### config.mk
export PLATFORM = sky130hd
export DESIGN_NAME = nrm_monitor
export DESIGN_NICKNAME = d
export VERILOG_FILES = /design/src/rtl/nrm_pkg.sv /design/src/rtl/nrm_counter.sv /design/src/rtl/nrm_ctrl.sv /design/src/rtl/nrm_monitor.sv
export SDC_FILE = /design/constraint.sdc
export NUM_CORES = 1
export LEC_CHECK = 0
export BUFFER_PORTS_ARGS = -buffer_cell sky130_fd_sc_hd__buf_2
export CAP_MARGIN = 15
export CELL_PAD_IN_SITES_DETAIL_PLACEMENT = 0
export CELL_PAD_IN_SITES_GLOBAL_PLACEMENT = 1
export CORE_AREA = 2 2 39 41
export DETAILED_ROUTE_END_ITERATION = 10
export DIE_AREA = 0 0 41 43
export PLACE_DENSITY_LB_ADDON = 0.2
export SYNTH_ARGS = -nofsm -noshare
export SYNTH_HDL_FRONTEND = slang
export SYNTH_HIERARCHICAL = 1
export SYNTH_SLANG_ARGS = --single-unit
export TNS_END_PERCENT = 20
### constraint.sdc
create_clock -name clk -period 2.55 [get_ports clk]
set_clock_uncertainty 0.1 [all_clocks]
set_input_delay 0.255 -clock clk [delete_from_list [all_inputs] [get_ports clk]]
set_output_delay 0.255 -clock clk [all_outputs]
set_load 0.01 [all_outputs]
### src/rtl/nrm_pkg.sv
package nrm_pkg;

  typedef enum logic [0:0] {
    ST_IDLE  = 1'b0,
    ST_TRACK = 1'b1
  } nrm_state_e;

endpackage

### src/rtl/nrm_counter.sv
module nrm_counter #(
  parameter int MIN_CNT = 3,
  parameter int MAX_CNT = 3,
  parameter int CNT_W   = 3
) (
  input  logic             clk,
  input  logic             rst_n,
  input  logic             clr_i,
  input  logic             inc_i,
  output logic [CNT_W-1:0] cnt_o,
  output logic             at_max_o,
  output logic             min_ok_o
);

  localparam logic [CNT_W-1:0] MAX_V = CNT_W'(MAX_CNT);
  localparam logic [CNT_W-1:0] MIN_V = CNT_W'(MIN_CNT);

  logic [CNT_W-1:0] cnt_q;
  logic [CNT_W-1:0] cnt_d;
  logic             cnt_en;

  assign cnt_en = clr_i | inc_i;

  always_comb begin
    cnt_d = cnt_q;
    if (clr_i) begin
      cnt_d = '0;
    end else if (inc_i) begin
      cnt_d = cnt_q + 1'b1;
    end
  end

  always_ff @(posedge clk or negedge rst_n) begin
    if (!rst_n) begin
      cnt_q <= '0;
    end else if (cnt_en) begin
      cnt_q <= cnt_d;
    end
  end

  assign at_max_o = (cnt_q == MAX_V);

  generate
    if (MIN_CNT == 0) begin : g_min_zero
      assign min_ok_o = 1'b1;
    end else begin : g_min_cmp
      assign min_ok_o = (cnt_q >= MIN_V);
    end
  endgenerate

  assign cnt_o = cnt_q;

endmodule

### src/rtl/nrm_ctrl.sv
module nrm_ctrl
  import nrm_pkg::*;
(
  input  logic clk,
  input  logic rst_n,
  input  logic req_i,
  input  logic busy_i,
  input  logic done_i,
  input  logic at_max_i,
  input  logic min_ok_i,
  output logic cnt_clr_o,
  output logic cnt_inc_o,
  output logic active_o,
  output logic pass_o,
  output logic fail_o
);

  nrm_state_e state_q, state_d;
  logic       pass_q, pass_d;
  logic       fail_q, fail_d;

  always_comb begin
    state_d   = state_q;
    pass_d    = 1'b0;
    fail_d    = 1'b0;
    cnt_clr_o = 1'b0;
    cnt_inc_o = 1'b0;
    unique case (state_q)
      ST_IDLE: begin
        if (req_i) begin
          state_d   = ST_TRACK;
          cnt_clr_o = 1'b1;
        end
      end
      ST_TRACK: begin
        if (done_i && min_ok_i) begin
          pass_d  = 1'b1;
          state_d = ST_IDLE;
        end else if (busy_i) begin
          if (at_max_i) begin
            fail_d  = 1'b1;
            state_d = ST_IDLE;
          end else begin
            cnt_inc_o = 1'b1;
          end
        end
      end
      default: state_d = ST_IDLE;
    endcase
  end

  always_ff @(posedge clk or negedge rst_n) begin
    if (!rst_n) begin
      state_q <= ST_IDLE;
      pass_q  <= 1'b0;
      fail_q  <= 1'b0;
    end else begin
      state_q <= state_d;
      pass_q  <= pass_d;
      fail_q  <= fail_d;
    end
  end

  assign active_o = (state_q == ST_TRACK);
  assign pass_o   = pass_q;
  assign fail_o   = fail_q;

endmodule

### src/rtl/nrm_monitor.sv
module nrm_monitor #(
  parameter int MIN_CNT = 3,
  parameter int MAX_CNT = 3
) (
  input  logic clk,
  input  logic rst_n,
  input  logic req_i,
  input  logic busy_i,
  input  logic done_i,
  output logic pass_o,
  output logic fail_o,
  output logic active_o
);

  localparam int CNT_W = $clog2(MAX_CNT + 2);

  logic [CNT_W-1:0] cnt;
  logic             cnt_clr;
  logic             cnt_inc;
  logic             at_max;
  logic             min_ok;

  nrm_counter #(
    .MIN_CNT (MIN_CNT),
    .MAX_CNT (MAX_CNT),
    .CNT_W   (CNT_W)
  ) u_cnt (
    .clk      (clk),
    .rst_n    (rst_n),
    .clr_i    (cnt_clr),
    .inc_i    (cnt_inc),
    .cnt_o    (cnt),
    .at_max_o (at_max),
    .min_ok_o (min_ok)
  );

  nrm_ctrl u_ctrl (
    .clk       (clk),
    .rst_n     (rst_n),
    .req_i     (req_i),
    .busy_i    (busy_i),
    .done_i    (done_i),
    .at_max_i  (at_max),
    .min_ok_i  (min_ok),
    .cnt_clr_o (cnt_clr),
    .cnt_inc_o (cnt_inc),
    .active_o  (active_o),
    .pass_o    (pass_o),
    .fail_o    (fail_o)
  );

endmodule

=== Word level (Yosys, flattened, before mapping) ===
Cells that the tools add are included.

* Add/sub/neg operators: 1
* Magnitude comparators: 1
* Equality and inequality tests: 1
* Multiplexer cells: 17
* Bitwise operators: 2
* Reductions and logical operators: 3

{| class="wikitable"
|+ Operator list
! operator !! number
|-
| $mux 1 || 14
|-
| $mux 3 || 2
|-
| $add 3x1->3 const B || 1
|-
| $eq 3x2->1 const B || 1
|-
| $ge 3x2->1 const B || 1
|-
| $pmux 1 s2 || 1
|-
| $reduce_and 2->1 || 1
|-
| $reduce_bool 2->1 || 1
|-
| $logic_and 1x1->1 || 1
|-
| $not 1->1 || 1
|-
| $or 1x1->1 || 1
|}

* Bits in registers: 6
* Input port bits: 5
* Output and inout port bits: 3
* Word-level logic and storage cells: 29

=== Logic depth before layout (Yosys ltp) ===
Gate-level depths: netlist of run 1.

* Depth after elaboration: 7
* Depth in mapped cells: 7

=== Modules after synthesis ===
Netlist of run 1, hierarchy kept.

{| class="wikitable"
|+ By module, submodules not included
! module !! instances !! cells each !! area each (sq um) !! seq. area each (sq um)
|-
| nrm_counter || 1 || 13 || 150.1 || 75.1
|-
| nrm_ctrl || 1 || 10 || 127.6 || 75.1
|}

=== Least setup slack after synthesis of run 1 ===
No wires, ideal clock.

* Kind: register to register
* From: reg u_cnt.cnt_q[0], in the netlist u_cnt/cnt_o[0]
* To: reg u_cnt.cnt_q[1], in the netlist u_cnt/cnt_o[1]
* Library setup time: 0.122 ns
* Data arrival time: 1.626 ns
* Required time: 2.328 ns
* Path slack: 0.703 ns
* Stages on the path, launching flop included: 8
* Cells stage by stage: dfrtp_1 > ha_1 > ha_1 > a211o_1 > nand2_1 > and4b_1 > mux2i_1 > nor2_1

* Word-level cells in the longest chain between the ends: 7
* Elaborated cells between the ends (all ways): 13

{| class="wikitable"
|+ Ends and longest elaborated chain
! item !! line !! text
|-
| start, declared || nrm_counter.sv:18 || <nowiki>logic [CNT_W-1:0] cnt_q;</nowiki>
|-
| start signal, assigned || nrm_counter.sv:37 || <nowiki>cnt_q <= cnt_d;</nowiki>
|-
| $eq 3x2->1 * || nrm_counter.sv:41 || <nowiki>assign at_max_o = (cnt_q == MAX_V);</nowiki>
|-
| named net at_max || nrm_monitor.sv:20 || <nowiki>logic at_max;</nowiki>
|-
| $mux 1 * || nrm_ctrl.sv:40 || <nowiki>if (at_max_i) begin</nowiki>
|-
| $mux 1 * || nrm_ctrl.sv:39 || <nowiki>end else if (busy_i) begin</nowiki>
|-
| $mux 1 * || nrm_ctrl.sv:36 || <nowiki>if (done_i && min_ok_i) begin</nowiki>
|-
| $mux 1 * || nrm_ctrl.sv:28 || <nowiki>unique case (state_q)</nowiki>
|-
| named net cnt_inc || nrm_monitor.sv:19 || <nowiki>logic cnt_inc;</nowiki>
|-
| $reduce_bool 2->1 (no source line) / $or 1x1->1 (equally long branches) || -- ||
|-
| $reduce_and 2->1 (no source line) * || -- ||
|}

Mark *: on every way through the listed nets, which the timed path passes. The rest lies on a longest branch. The select of a mux whose other input is x is not followed.
A chain may end at the register's enable or synchronous reset.

=== Worst setup path in the final report of run 1 ===
Same ends and word-level chain as after synthesis.

==> qor.yml, run 1 <==
grt_max_degree: 7
first_pass_iters: 2
slew_violations: 0
clkLatencyLatePin_ps: 250
crit_arrival_ps: 2040
vias: 206
rsz0062_at_grt: "false"
tns_ps: 0
initial_core_util_pct: 20.07
post_drt_wl_per_cell_um: 10.78
portBuffers: 7
worstPathMaxFanout: 4
fillCellCount: 150
ys_warn_count: 6
yosysSeqAreaShare_pct: 54.05
cp_slowest_cell: "dfrtp_1"
multi_input_area_um2: 123.9
worst_slew_pin_slew_ps: 208.0
hpwlAfterDp_um: 425.6
setup-violations-final: 0
place.gp.congestion: 0.6356
route.detailed.drc: 0
ant_nets: 0
p_total_mw: 0.3750
totalWireLength_um: 539
post_cts.repair.setup_buffers: 0
regArea_um2: 150.1
post_cts_resized: 0
clock_path_buffers: 2
die_h_um: 43
status: "complete, no violations"
finalNetCount: 43
synth_area_um2: 277.8
critPathRequiredTime_ps: 2580
synth.avg_cell_area_um2: 12.08
power.leakage_nw: 0.1878
min_path_type: "in2reg"
relSlewSlack_pct: 86.12
syn_nets: 30
max_freq_ghz: 0.4974
gr-usage-all-layers_pct: 8.770
critical_path.endpoint_type: "flop"
cp_common_cell: "ha_1"
grt_pass1_wl_um: 945
period_share_pct: 78.85
antenna_found_initial: 0
area_growth_pct: 31.53
finalHoldViolCount: 0
dieArea_um2: 1763
cts_root_buf: "clkbuf_4"
first_global_vias: 217
synth_cells: 23
synthDistinctLibCells: 14
path_cells: "ha_1 > ha_1 > a211o_1 > nand2_1 > and4b_1 > mux2i_1 > nor2_1"
core_um2: 1384
htree_levels: 1
diodes: 0
ys_ff_latch: 6
viasPerCell: 4.120
die_w_um: 41
pin_count: 8
num_rows: 14
drive_gt1_share_pct: 38.24
power_density_nw_per_um2: 1026
drt_iter0_drc: 3
maxCapViolations: 0
min_period_ps: 2011
overflow: 0
critical_path_class: "reg2reg"
tritoncts: "yes"
ir_worst_vdd_mv: 0.4697
slowest_delay_ps: 410
startpoint_type: "flop"
clock-sinks: 6
cts_inserted_buffers: 3
clk_pin_slew_ps: 50
==> path summary, 6_finish.rpt <==
| kind | startpoint | cells past startpoint | slack, ps | endpoint |
|---|---|---|---|---|
| setup / recovery | u_cnt/cnt_o[0]$_DFFE_PN0P_ | 7 | 540 | u_cnt/cnt_o[1]$_DFFE_PN0P_ |
| hold / removal | done_i | 2 | 200 | u_ctrl/pass_o$_DFF_PN0_ |
| setup reg to reg | u_cnt/cnt_o[0]$_DFFE_PN0P_ | 7 | 540 | u_cnt/cnt_o[1]$_DFFE_PN0P_ |
| hold reg to reg | u_cnt/cnt_o[1]$_DFFE_PN0P_ | 2 | 450 | u_cnt/cnt_o[1]$_DFFE_PN0P_ |
| max in group asynchronous | rst_n | 2 | 1940 | u_cnt/cnt_o[2]$_DFFE_PN0P_ |
| min in group asynchronous | rst_n | 2 | 260 | u_ctrl/fail_o$_DFF_PN0_ |
==> area by class of cell <==
cell class	count	share of cell area (%)
sequential	6	41.10
multi-input combinational	16	33.90
timing repair buffer	8	12.33
clock buffer	3	6.164
tap	16	5.479
inverter	1	1.027
==> cells in the mapped netlist <==
library cell  count  share of area (%)
nor2_1            3                4.1
nor2b_2           1                3.2
and3_2            1                2.7
a31o_1            1                3.2
and4_2            1                3.6
mux2i_1           1                3.6
nand2_1           2                2.7
inv_1             1                1.4
xnor2_1           1                3.2
dfrtp_1           6                 54
a211o_1           1                3.2
and4b_1           1                3.6
ha_1              2                9.0
a211oi_1          1                2.7
==> kinds of logic after synthesis <==
kind of cell             after synthesis  synth area share, %
multiplexers                           1                3.604
adder cells (fa/ha/maj)                2                9.008
XOR/XNOR                               1                3.154
buffers and inverters                  1                1.350
flip-flops                             6                54.05
AO/OA/AOI/OAI                          3                9.011
AND/OR/NAND/NOR                        9                19.82
==> registers in the layout (all words and copies together) (netlist names) <==
signal and count:
u_ctrl/fail_o 1, u_ctrl/pass_o 1, u_cnt/cnt_o 3, u_ctrl/active_o 1
==> per-layer routing <==
layer / vias to the layer above / global-route usage (%) / part of all wire, %
li1: 105 / - / -
met1: 93 / 9.772 / 42
met2: 8 / 11.25 / 48
met3: 0 / 9.424 / 10
met4: 0 / 2.000 / 0
met5: - / 0 / 0
==> cell usage in the layout, fill, tap and decap left out <==
cell type      Yosys  routed
clkbuf_4           0       3
mux2i_1            1       1
inv_1              1       1
and4b_1            1       1
dfrtp_1            6       6
xnor2_1            1       1
a211o_1            1       1
nor2_1             3       3
nor2b_2            1       1
buf_2              0       7
dlygate4sd3_1      0       1
a31o_1             1       1
a211oi_1           1       1
and3_2             1       1
and4_2             1       1
ha_1               2       2
nand2_1            2       2
==> repair_timing <==
item	4_1_cts	5_1_grt
hold endpoints to repair	6	0
endpoints found under the setup margin	0	0
hold buffers	1	0
==> critical path, delay by kind of cell (launching register included) <==
| kind | cells | cell delay [ps] |
|---|---|---|
| AOI/OAI and AO/OA | 1 | 290 |
| adders and majority gates | 2 | 420 |
| DFF | 1 | 410 |
| muxes | 1 | 200 |
| and+or+nand+nor | 3 | 460 |
==> power breakdown <==
| group | internal [mW] | switching (mW) | total [mW] |
|---|---|---|---|
| Sequential | 0.129 | 0.0285 | 0.158 |
| Clock | 0.0534 | 0.0361 | 0.0895 |
| Combinational | 0.0649 | 0.0631 | 0.128 |
| Total | 0.247 | 0.128 | 0.375 |
==> metrics by stage <==
step / hold WS [ps] / instances / setup WS [ps] / utilization (%) / instance area [um2]
global route: 195.8 / 50 / 401.5 / 26.40 / 365.4
floorplan: -140.6 / 23 / 702.7 / - / 277.8
CTS: 193.9 / 50 / 537.8 / 26.40 / 365.4
detailed placement: -9.091 / 46 / 576.2 / 24.05 / 332.8
finish: 199.7 / 50 / 539.4 / 26.40 / 365.4
global placement: -10.05 / 46 / 561.4 / 24.05 / 332.8
No activity file was read; power rests on OpenSTA's default activity.
==> run 2, diff against run 1 <==
==> constraint.sdc (replaced) <==
create_clock -name clk -period 1.86 [get_ports clk]
set_clock_uncertainty 0.1 [all_clocks]
set_input_delay 0.186 -clock clk [delete_from_list [all_inputs] [get_ports clk]]
set_output_delay 0.186 -clock clk [all_outputs]
set_load 0.01 [all_outputs]
==> qor.yml, run 2 (same netlist as run 1, synthesis figures left out) <==
status: "complete, no violations"  # unchanged
tritoncts: "yes"  # unchanged
totalWireLength_um: 560  # was 539 um
place.gp.congestion: 0.6961  # was 0.6356
timing.rr.end: "u_cnt/cnt_o[1]$_DFFE_PN0P_"  # unchanged
pin_count: 8  # unchanged
portBuffers: 7  # unchanged
max_freq_ghz: 0.5568  # was 0.4974 GHz
grt_pass1_wl_um: 1035  # was 945 um
clock_path_buffers: 2  # unchanged
drt_iter0_drc: 3  # unchanged
vias: 229  # was 206
relSlewSlack_pct: 87.33  # was 86.12%
worstPathMaxFanout: 4  # unchanged
r2r_cells: 7  # unchanged
clock-sinks: 6  # unchanged
p_comb_share_pct: 42.0  # was 34.1%
stdcell_area_um2: 411.6  # was 365.4 um2
gr-usage-all-layers_pct: 9.476  # was 8.770%
multi_input_area_um2: 140.1  # was 123.9 um2
min_path_type: "in2reg"  # unchanged
crit-reg2reg-launch: "u_cnt/cnt_o[0]$_DFFE_PN0P_"  # unchanged
p_int_mw: 0.3792  # was 0.2472 mW
initial_core_util_pct: 20.07  # unchanged
route.detailed.drc: 0  # unchanged
ir_worst_vdd_mv: 0.6701  # was 0.4697 mV
period_share_pct: 96.56  # was 78.85%
seqPwrFrac_pct: 37.1  # was 42.0%
critical_path.endpoint_type: "flop"  # unchanged
overflow: 0  # unchanged
layout_common_cells: "7 x buf_2, 6 x dfrtp_1, 4 x buf_4, 3 x clkbuf_4, 3 x nor2_1"  # was 7 x buf_2, 6 x dfrtp_1, 3 x clkbuf_4, 3 x nor2_1
dieArea_um2: 1763  # unchanged
r2r_slack_ps: 60  # was 540 ps
clkLatencyLatePin_ps: 240  # was 250 ps
p_total_mw: 0.5656  # was 0.3750 mW
ant_nets: 0  # unchanged
post_drt_wl_per_cell_um: 10.37  # was 10.78 um
finalNetCount: 47  # was 43
grt_max_degree: 7  # unchanged
slew_violations: 0  # unchanged
final_common_cell: "buf_2"  # unchanged
diodes: 0  # unchanged
finalHoldViolCount: 0  # unchanged
cp-endpoint: "u_cnt/cnt_o[1]$_DFFE_PN0P_"  # unchanged
clk_pin_slew_ps: 50  # about the same
clkPwrFrac_pct: 20.9  # was 23.9%
min_period_ps: 1796  # was 2011 ps
critical_path_class: "reg2reg"  # unchanged
drive_gt1_share_pct: 52.63  # was 38.24%
crit_arrival_ps: 1820  # was 2040 ps
num_rows: 14  # unchanged
p_sw_share_pct: 32.95  # was 34.07%
critPathRequiredTime_ps: 1880  # was 2580 ps
p_switching_mw: 0.1864  # was 0.1278 mW
antenna_found_initial: 0  # unchanged
die_h_um: 43  # unchanged
first_global_vias: 249  # was 217
largest_reg_flops: 3  # unchanged
fillCellCount: 147  # was 150
worst_slew_pin_slew_ps: 189.3  # was 208.0 ps
dpl_cell_area_um2: 362.8  # was 332.8 um2
regArea_um2: 150.1  # unchanged
die_w_um: 41  # unchanged
startpoint_type: "flop"  # unchanged
crit_start: "u_cnt/cnt_o[0]$_DFFE_PN0P_"  # unchanged
tns_ps: 0  # unchanged
fin_util_pct: 29.75  # was 26.40%
setup-violations-final: 0  # unchanged
maxCapViolations: 0  # unchanged
power.leakage_nw: 0.2044  # was 0.1878 nW
cts_root_buf: "clkbuf_4"  # unchanged
htree_levels: 1  # unchanged
area_growth_pct: 48.20  # was 31.53%
viasPerCell: 4.241  # was 4.120
core_um2: 1384  # unchanged
power_density_nw_per_um2: 1374  # was 1026 nW/um2
first_pass_iters: 4  # was 2
cts_inserted_buffers: 3  # unchanged
rsz0062_at_grt: "true"  # was false
-- run 2: worst min-delay path by stage --
stage,end,start,cells after the start
after global placement,u_ctrl/pass_o$_DFF_PN0_,rst_n,1
after floorplan,u_cnt/cnt_o[0]$_DFFE_PN0P_,rst_n,0
after global routing,u_ctrl/pass_o$_DFF_PN0_,done_i,2
final,u_ctrl/pass_o$_DFF_PN0_,done_i,2
after CTS,u_ctrl/pass_o$_DFF_PN0_,done_i,2
after detailed placement,u_ctrl/fail_o$_DFF_PN0_,rst_n,1
-- run 2: layer usage --
layer	GRT usage [%]	wire length [um]	vias to the layer above
met3	9.424	51	0
met5	0	0	-
met4	4.000	0	0
met2	12.50	271	8
li1	-	-	114
met1	9.772	238	107
-- run 2: power by group through the flow --
stage                     combinational (mW)  clock (mW)  sequential [mW]
after floorplan                        0.119           0            0.220
after global placement                 0.217           0            0.209
after detailed placement               0.220           0            0.211
after CTS                              0.225       0.124            0.209
after global routing                   0.273       0.137            0.219
final                                  0.238       0.118            0.210
-- run 2: layout make-up --
type	count	area share, %
Tap cell	16	4.863
Clock buffer	3	5.471
Sequential cell	6	36.47
Timing Repair Buffer	12	18.24
Multi-Input combinational cell	16	34.04
Inverter	1	0.9119
-- run 2: worst max-delay path, cell delays in order, from the launching register on --
cell and delay, ps:
dfrtp_1 370, ha_2 200, ha_4 150, a211o_1 240, nand2_1 80, and4b_2 280, mux2i_1 200, nor2_1 50
-- run 2: per-stage QoR --
step                cells  setup WS, ps  hold WS (ps)
floorplan              23         12.70        -209.6
global placement       50        -12.52        -83.45
detailed placement     50        -44.83        -80.56
CTS                    54         7.373         120.5
global route           54        -42.01         120.3
finish                 54         63.92         123.8
-- run 2: timing repair --
action,4_1_cts,5_1_grt
cloned,0,0
hold buffers,1,0
endpoints found under the hold margin,6,0
setup endpoints to repair,2,3
pin swaps,1,0
setup buffers,0,0
resized for setup,1,3
==> run 3, diff against run 2 <==
--- a/config.mk
+++ b/config.mk
@@ -13,6 +13,7 @@
 export DETAILED_ROUTE_END_ITERATION = 10
 export DIE_AREA = 0 0 41 43
 export PLACE_DENSITY_LB_ADDON = 0.2
+export RECOVER_POWER = 100
 export SYNTH_ARGS = -nofsm -noshare
 export SYNTH_HDL_FRONTEND = slang
 export SYNTH_HIERARCHICAL = 1
==> qor.yml, run 3 (same netlist as run 1, synthesis figures left out) <==
grt_max_degree: 7  # unchanged
power.leakage_nw: 0.1932  # was 0.2044 nW
antenna_found_initial: 0  # unchanged
slowest_delay_ps: 370  # about the same
worstPathMaxFanout: 4  # unchanged
totalWireLength_um: 560  # unchanged
rsz0062_at_grt: "true"  # unchanged
crit_family: "simple AND/OR/NAND/NOR gates"  # unchanged
htree_levels: 1  # unchanged
final_common_cell: "dfrtp_1"  # was buf_2
place.gp.congestion: 0.6961  # unchanged
cts_root_buf: "clkbuf_4"  # unchanged
clock_path_buffers: 2  # unchanged
clkLatencyLatePin_ps: 240  # about the same
min_path_type: "in2reg"  # unchanged
clock-sinks: 6  # unchanged
slew_violations: 0  # unchanged
path_cells: "ha_2 > ha_4 > a211o_1 > nand2_1 > and4b_2 > mux2i_1 > nor2_1"  # unchanged
critical_path_class: "reg2reg"  # unchanged
pin_count: 8  # unchanged
maxCapViolations: 0  # unchanged
tritoncts: "yes"  # unchanged
overflow: 0  # unchanged
num_rows: 14  # unchanged
layout_common_cells: "6 x dfrtp_1, 4 x buf_2, 4 x buf_4"  # was 7 x buf_2, 6 x dfrtp_1, 4 x buf_4, 3 x clkbuf_4, 3 x nor2_1
diodes: 0  # unchanged
first_pass_iters: 4  # unchanged
die_w_um: 41  # unchanged
post_drt_wl_per_cell_um: 10.37  # unchanged
worst_slew_pin_slew_ps: 346.4  # was 189.3 ps
max_freq_ghz: 0.5568  # unchanged
status: "complete, no violations"  # unchanged
power_density_nw_per_um2: 1382  # was 1374 nW/um2
finalNonFillerCells: 54  # unchanged
core_um2: 1384  # unchanged
ant_nets: 0  # unchanged
initial_core_util_pct: 20.07  # unchanged
drt_iter0_drc: 3  # unchanged
crit_arrival_ps: 1820  # about the same
dp_cells: 50  # unchanged
tns_ps: 0  # unchanged
gr-usage-all-layers_pct: 9.476  # unchanged
p_total_mw: 0.5637  # was 0.5656 mW
largest_reg_flops: 3  # unchanged
finalHoldViolCount: 0  # unchanged
grt_pass1_wl_um: 1035  # unchanged
critical_path.endpoint_type: "flop"  # unchanged
dieArea_um2: 1763  # unchanged
cp_slowest_cell: "dfrtp_1"  # unchanged
vias: 229  # unchanged
relSlewSlack_pct: 76.91  # was 87.33%
stdcell_area_um2: 407.9  # was 411.6 um2
area_growth_pct: 46.85  # was 48.20%
viasPerCell: 4.241  # unchanged
die_h_um: 43  # unchanged
first_global_vias: 249  # unchanged
setup-violations-final: 0  # unchanged
path_buf_inv: 0  # unchanged
cts_inserted_buffers: 3  # unchanged
critPathRequiredTime_ps: 1880  # about the same
period_share_pct: 96.56  # unchanged
ir_worst_vdd_mv: 0.6703  # was 0.6701 mV
r2r_slack_ps: 60  # about the same
min_period_ps: 1796  # unchanged
post_cts.repair.setup_buffers: 0  # unchanged
clk_pin_slew_ps: 50  # about the same
drive_gt1_share_pct: 44.74  # was 52.63%
route.detailed.drc: 0  # unchanged
fin_util_pct: 29.48  # was 29.75%
dpl_cell_area_um2: 362.8  # unchanged
portBuffers: 7  # unchanged
finalNetCount: 47  # unchanged
startpoint_type: "flop"  # unchanged
-- run 3: cell count changes in the layout (fill, tap and decap cells not counted), sizes merged --
cell    delta
buf        -3
clkbuf     +3
-- run 3: layout make-up --
type | count | area [um2]
clock buffers | 3 | 22.52
fillers | 150 | 975.9
inverters | 1 | 3.754
multi-input cells | 16 | 140.1
flip-flops and latches | 6 | 150.1
well taps | 16 | 20.02
repair buffers | 12 | 71.32
-- run 3: what timing repair did --
item                                   in CTS  in global routing
hold buffers                                1                  0
setup endpoints to repair                   2                  3
endpoints found under the hold margin       6                  0
resized for setup                           1                  3
pin swaps                                   1                  0
-- run 3: layer usage --
layer	global-route usage [%]	wire length (um)
met4	4.000	0
met3	9.424	53
met5	0	0
met1	9.772	236
met2	12.50	271
-- run 3: metrics by stage --
| step | hold slack (ps) | worst slack [ps] |
|---|---|---|
| 2_1_floorplan | -209.6 | 12.70 |
| 3_3_place_gp | -83.45 | -12.52 |
| 3_5_place_dp | -80.56 | -44.83 |
| 4_1_cts | 120.5 | 7.373 |
| 5_1_grt | 120.3 | -42.01 |
| 6_report | 123.8 | 63.92 |
-- run 3: path summary, 6_finish.rpt --
| kind | startpoint | cells past startpoint | to |
|---|---|---|---|
| setup / recovery | u_cnt/cnt_o[0]$_DFFE_PN0P_ | 7 | u_cnt/cnt_o[1]$_DFFE_PN0P_ |
| hold / removal | done_i | 2 | u_ctrl/pass_o$_DFF_PN0_ |
| setup reg to reg | u_cnt/cnt_o[0]$_DFFE_PN0P_ | 7 | u_cnt/cnt_o[1]$_DFFE_PN0P_ |
| hold reg to reg | u_cnt/cnt_o[2]$_DFFE_PN0P_ | 2 | u_cnt/cnt_o[2]$_DFFE_PN0P_ |
| max in group asynchronous | rst_n | 2 | u_ctrl/active_o$_DFF_PN0_ |
| min in group asynchronous | rst_n | 2 | u_ctrl/fail_o$_DFF_PN0_ |
-- run 3: power by group --
group | internal [mW] | switching [mW]
clock | 0.0729 | 0.0455
combinational | 0.127 | 0.108
sequential | 0.177 | 0.0331
